**src/rtl/colgen_pkg.sv**
```systemverilog
package colgen_pkg;

    parameter int COL_W          = 8;
    parameter int CODE_W         = 3;
    parameter int MAX_FIXED_LOG2 = 3;

    typedef struct packed {
        logic             active;
        logic             full;
        logic             ilv;
        logic [COL_W-1:0] base;
        logic [COL_W-1:0] mask;
        logic [COL_W-1:0] cnt;
    } colgen_state_t;

endpackage

```
**src/rtl/colgen_len_decode.sv**
```systemverilog
// Turns a length code plus the write override into a wrap mask.
module colgen_len_decode #(
    parameter int COL_W    = 8,
    parameter int CODE_W   = 3,
    parameter int MAX_LOG2 = 3
) (
    input  logic [CODE_W-1:0] code_i,
    input  logic              is_write_i,
    input  logic              single_wr_i,
    output logic [COL_W-1:0]  mask_o,
    output logic              full_o
);

    localparam logic [CODE_W-1:0] CODE_FULL = '1;

    always_comb begin
        mask_o = '0;
        full_o = 1'b0;
        if (code_i == CODE_FULL) begin
            mask_o = '1;
            full_o = 1'b1;
        end else if (int'(code_i) <= MAX_LOG2) begin
            mask_o = (COL_W'(1) << code_i) - COL_W'(1);
        end
        // single-location writes override any programmed length
        if (is_write_i && single_wr_i) begin
            mask_o = '0;
            full_o = 1'b0;
        end
    end

endmodule

```
**src/rtl/colgen_col_calc.sv**
```systemverilog
// Forms the column of a beat: masked bits move, the rest come from the base.
module colgen_col_calc #(
    parameter int COL_W = 8
) (
    input  logic [COL_W-1:0] base_i,
    input  logic [COL_W-1:0] cnt_i,
    input  logic [COL_W-1:0] mask_i,
    input  logic             ilv_i,
    output logic [COL_W-1:0] col_o
);

    logic [COL_W-1:0] seq_w;
    logic [COL_W-1:0] xor_w;
    logic [COL_W-1:0] moved_w;

    assign seq_w   = base_i + cnt_i;
    assign xor_w   = base_i ^ cnt_i;
    assign moved_w = ilv_i ? xor_w : seq_w;

    for (genvar b = 0; b < COL_W; b++) begin : g_bit
        assign col_o[b] = mask_i[b] ? moved_w[b] : base_i[b];
    end

endmodule

```
**src/rtl/sdram_burst_colgen.sv**
```systemverilog
module sdram_burst_colgen
    import colgen_pkg::*;
(
    input  logic              clk,
    input  logic              rst_n,
    input  logic              start_i,
    input  logic [COL_W-1:0]  start_col_i,
    input  logic [CODE_W-1:0] bl_code_i,
    input  logic              interleave_i,
    input  logic              is_write_i,
    input  logic              single_wr_i,
    input  logic              stop_i,
    input  logic              en_i,
    output logic              col_valid_o,
    output logic [COL_W-1:0]  col_o,
    output logic              last_o
);

    colgen_state_t st_d, st_q;

    logic [COL_W-1:0] dec_mask;
    logic             dec_full;
    logic             at_end;

    colgen_len_decode #(
        .COL_W    (COL_W),
        .CODE_W   (CODE_W),
        .MAX_LOG2 (MAX_FIXED_LOG2)
    ) u_decode (
        .code_i      (bl_code_i),
        .is_write_i  (is_write_i),
        .single_wr_i (single_wr_i),
        .mask_o      (dec_mask),
        .full_o      (dec_full)
    );

    colgen_col_calc #(
        .COL_W (COL_W)
    ) u_calc (
        .base_i (st_q.base),
        .cnt_i  (st_q.cnt),
        .mask_i (st_q.mask),
        .ilv_i  (st_q.ilv),
        .col_o  (col_o)
    );

    assign at_end      = !st_q.full && (st_q.cnt == st_q.mask);
    assign col_valid_o = st_q.active && en_i;
    assign last_o      = col_valid_o && at_end;

    always_comb begin
        st_d = st_q;
        if (start_i) begin
            st_d.active = 1'b1;
            st_d.base   = start_col_i;
            st_d.mask   = dec_mask;
            st_d.full   = dec_full;
            st_d.ilv    = interleave_i && !dec_full;
            st_d.cnt    = '0;
        end else if (st_q.active) begin
            if (stop_i) begin
                st_d.active = 1'b0;
            end else if (en_i) begin
                if (at_end) begin
                    st_d.active = 1'b0;
                end else begin
                    st_d.cnt = st_q.cnt + COL_W'(1);
                end
            end
        end
    end

    always_ff @(posedge clk or negedge rst_n) begin
        if (!rst_n) begin
            st_q <= '0;
        end else begin
            st_q <= st_d;
        end
    end

endmodule

```
**config.mk**
```make
export PLATFORM = sky130hd
export DESIGN_NAME = sdram_burst_colgen
export DESIGN_NICKNAME = d
export VERILOG_FILES = /design/src/rtl/colgen_pkg.sv /design/src/rtl/colgen_len_decode.sv /design/src/rtl/colgen_col_calc.sv /design/src/rtl/sdram_burst_colgen.sv
export SDC_FILE = /design/constraint.sdc
export NUM_CORES = 1
export LEC_CHECK = 0
export BUFFER_PORTS_ARGS = -buffer_cell sky130_fd_sc_hd__buf_2
export CAP_MARGIN = 20
export CORE_MARGIN = 4
export CORE_UTILIZATION = 30
export CTS_CLUSTER_DIAMETER = 50
export DETAILED_ROUTE_END_ITERATION = 12
export RECOVER_POWER = 100
export SLEW_MARGIN = 15
export SYNTH_ARGS = -nofsm -noshare
export SYNTH_HDL_FRONTEND = slang
export SYNTH_SLANG_ARGS = --single-unit
```
**constraint.sdc**
```tcl
create_clock -name clk -period 3.3 [get_ports clk]
set_input_delay 0.165 -clock clk [delete_from_list [all_inputs] [get_ports clk]]
set_output_delay 0.165 -clock clk [all_outputs]
set_load 0.1 [all_outputs]
```
==> results.json <==
{
  "regMostFlops": "st_q",
  "yosysMostFrequentCell": "sky130_fd_sc_hd__dfrtp_1",
  "p_comb_frac": 0.310,
  "netlist.area_leader.share": 0.3924,
  "drt_first_iter_violations": 42,
  "net-switching-power_uw": 320.4,
  "finalCritPeriodShare": 0.8918,
  "top_regs": "st_q: 27 flops",
  "clock_sink_count": 27,
  "share_seq_of_total_power": 0.458,
  "io_buffer_count": 28,
  "crit_path_max_fanout": 5,
  "rsz0062_at_grt": "no",
  "min_path_cells": 3,
  "outcome": "complete, but fails checks",
  "final_hold_viol_count": 0,
  "cellInternalPower_uw": 499.5,
  "clock_insertion_delay_at_the_later_pin_of_the_skew_report_ns": 0.27,
  "r2r_cells": 5,
  "post-dp-hpwl_um": 2763,
  "pin_count_of_the_biggest_net_entering_global_routing": 34,
  "postSynthAreaPerCell_um2": 9.357,
  "number_of_placement_rows": 27,
  "netSwitchingFraction": 0.3907,
  "timing.rr.start": "st_q[3]$_DFFE_PN0P_",
  "largest_register_ff_count": 27,
  "fill_cells": 596,
  "grt_remaining_overflow": 0,
  "power_density_mw_per_mm2": 421.4,
  "cts_htree_levels": 1,
  "clk_pin_slew_worst_paths_ns": 0.09,
  "global_route_wire_length_before_repair_um": 6389,
  "largest_area_contributor_in_the_netlist": "sky130_fd_sc_hd__dfrtp_1",
  "routabilityCongestion": 0.7577,
  "antenna_left": 0,
  "number_of_buffers_inserted_during_clock_tree_synthesis": 3,
  "core_mm2": 0.005540,
  "dieWidth_um": 83.76,
  "hold_path_startpoint": "start_col_i[1]",
  "ys_ff_latch": 27,
  "worst_pin_slew_ns": 1.509,
  "die_span_y_um": 83.76,
  "crit_path_end_kind": "primary output",
  "worst_hold_path_type": "input port to flop",
  "tritoncts": "done",
  "arr_time_crit_path_ns": 2.78,
  "detail_route.vias_per_cell": 4.768,
  "failed_checks": "max-capacitance violations, max-slew violations",
  "yosys-top-cells-area": "sky130_fd_sc_hd__dfrtp_1, sky130_fd_sc_hd__mux2_2, sky130_fd_sc_hd__ha_1",
  "fmax_mhz": 339.8,
  "area.growth.synth_to_final_pct": 13.01,
  "ir_worst_vdd_v": 0.0001487,
  "finish.utilization": 0.3512,
  "ys_warn_count": 0,
  "timing.reg2reg.setup_slack_ns": 1.06,
  "worst_clock_skew_ns": 0.003224,
  "syn_area_mm2": 0.001722,
  "grt_util_all_layers": 0.1128,
  "detail_route.drc_violations": 0,
  "n_antenna_cell": 0,
  "static-leakage-power_nw": 0.9047,
  "synth_async_sr_flop_share": 1.000,
  "report.final.setup_viol": 0,
  "syn-num-nets": 212,
  "power.clock.fraction": 0.232,
  "layout.cell_area.non_filler_mm2": 0.001946,
  "cap_violations": 1,
  "routed-via-count": 1359,
  "synth_ff_type": "sky130_fd_sc_hd__dfrtp_1",
  "wirelength_um": 3672,
  "first_pass_iters": 5,
  "placed_area_mm2": 0.001937,
  "critical_path.startpoint": "st_q[0]$_DFFE_PN0P_",
  "fin_tns_setup_ns": 0,
  "die-area_mm2": 0.007015,
  "critPathLaunchType": "flop",
  "antenna_found_initial": 0,
  "floorplan.io_pins": 29,
  "synth_cells": 184,
  "avgRoutedWirePerCell_um": 12.88,
  "path_class": "flop to primary output",
  "synth_enable_flop_cells": 0,
  "drv_slew": 28,
  "timing.critical_path.required_ns": 3.13,
  "synth.yosys.seq_area_share": 0.3924,
  "first_global_vias": 1356,
  "starting_utilization_of_the_core_area": 0.3107,
  "final_layout_size_suffix_gt1_frac": 0.1831,
  "synthDistinctLibCells": 40,
  "cts.path.max_buffers": 2,
  "netlist_top_cells_count": "sky130_fd_sc_hd__dfrtp_1, sky130_fd_sc_hd__nor2_1, sky130_fd_sc_hd__inv_1",
  "post-route-min-period_ns": 2.943,
  "cts.root.buffer_cell": "sky130_fd_sc_hd__clkbuf_8",
  "layout.nets": 242,
  "relSlewSlack": -0.006326
}
## metal layers
metal	GRT usage	vias to the layer above	wire, µm
li1	-	696	-
met1	0.1383	631	1705
met2	0.1894	26	1723
met3	0.02369	6	162
met4	0.04971	0	80
met5	0	-	0
## placed cells by master (no fill, tap or decap), types with 4 or more instances in the layout
cell / count
sky130_fd_sc_hd__dfrtp_1: 27
sky130_fd_sc_hd__nor2_1: 21
sky130_fd_sc_hd__inv_1: 19
sky130_fd_sc_hd__buf_2: 17
sky130_fd_sc_hd__o21ai_0: 13
sky130_fd_sc_hd__a21oi_1: 12
sky130_fd_sc_hd__nand2_1: 9
sky130_fd_sc_hd__mux2_2: 9
sky130_fd_sc_hd__xor2_1: 8
sky130_fd_sc_hd__ha_1: 8
sky130_fd_sc_hd__clkbuf_1: 8
sky130_fd_sc_hd__xnor2_1: 6
sky130_fd_sc_hd__nand3_1: 4
## path summary, 6_finish.rpt
kind / to
min reg2reg: st_q[25]$_DFFE_PN0P_
min in group asynchronous: st_q[25]$_DFFE_PN0P_
max reg2reg: st_q[6]$_DFFE_PN0P_
max: col_o[6]
max in group asynchronous: st_q[21]$_DFFE_PN0P_
min: st_q[17]$_DFFE_PN0P_
## critical path, cell delays in order, from the launching register on
cell and delay [ns]:
sky130_fd_sc_hd__dfrtp_1 0.45, sky130_fd_sc_hd__ha_1 0.23, sky130_fd_sc_hd__inv_1 0.07, sky130_fd_sc_hd__fa_1 0.37
sky130_fd_sc_hd__nand2b_1 0.15, sky130_fd_sc_hd__a211oi_1 0.34, sky130_fd_sc_hd__a31oi_1 0.16, sky130_fd_sc_hd__xnor2_1 0.15
sky130_fd_sc_hd__mux2_2 0.17, sky130_fd_sc_hd__buf_2 0.42
## power by group through the flow
stage	Combinational, mW	Clock (mW)	Sequential (mW)
3_5_place_dp	0.268	0	0.383
5_1_grt	0.275	0.213	0.380
2_1_floorplan	0.219	0	0.373
4_1_cts	0.270	0.202	0.376
6_report	0.254	0.190	0.376
3_3_place_gp	0.266	0	0.382
## timing repair
action,4_1_cts,5_1_grt
gates resized for setup,0,0
hold buffers,1,0
buffers inserted,0,0
hold endpoints to repair,27,0
## cell type report
type / count / area [µm²] / share of cell area
clock buffers: 3 / 41.29 / 0.02122
flip-flops and latches: 27 / 675.6 / 0.3473
inverters: 19 / 71.32 / 0.03666
repair buffers: 29 / 140.1 / 0.07203
clock inverters: 1 / 5.005 / 0.002572
multi-input cells: 134 / 922.1 / 0.4740
well taps: 72 / 90.09 / 0.04630
## stage by stage
stage	std cells	hold slack (ns)	worst slack, ns	power (mW)
finish	285	0.09188	0.3572	0.8199
global route	285	0.08733	0.07498	0.8686
CTS	285	0.08736	0.3459	0.8480
detailed placement	280	0.2237	0.6891	0.6511
global placement	280	0.2191	0.6865	0.6483
floorplan	184	-0.1306	0.09999	0.5918
## cell families after synthesis
kind of cell / synth area share
adder cells (fa/ha/maj): 0.06977
XOR/XNOR: 0.07122
AO/OA/AOI/OAI: 0.1672
multiplexers: 0.08358
AND/OR/NAND/NOR: 0.1657
flip-flops: 0.3924
buffers and inverters: 0.05014
No activity file was read; power rests on OpenSTA's default activity.
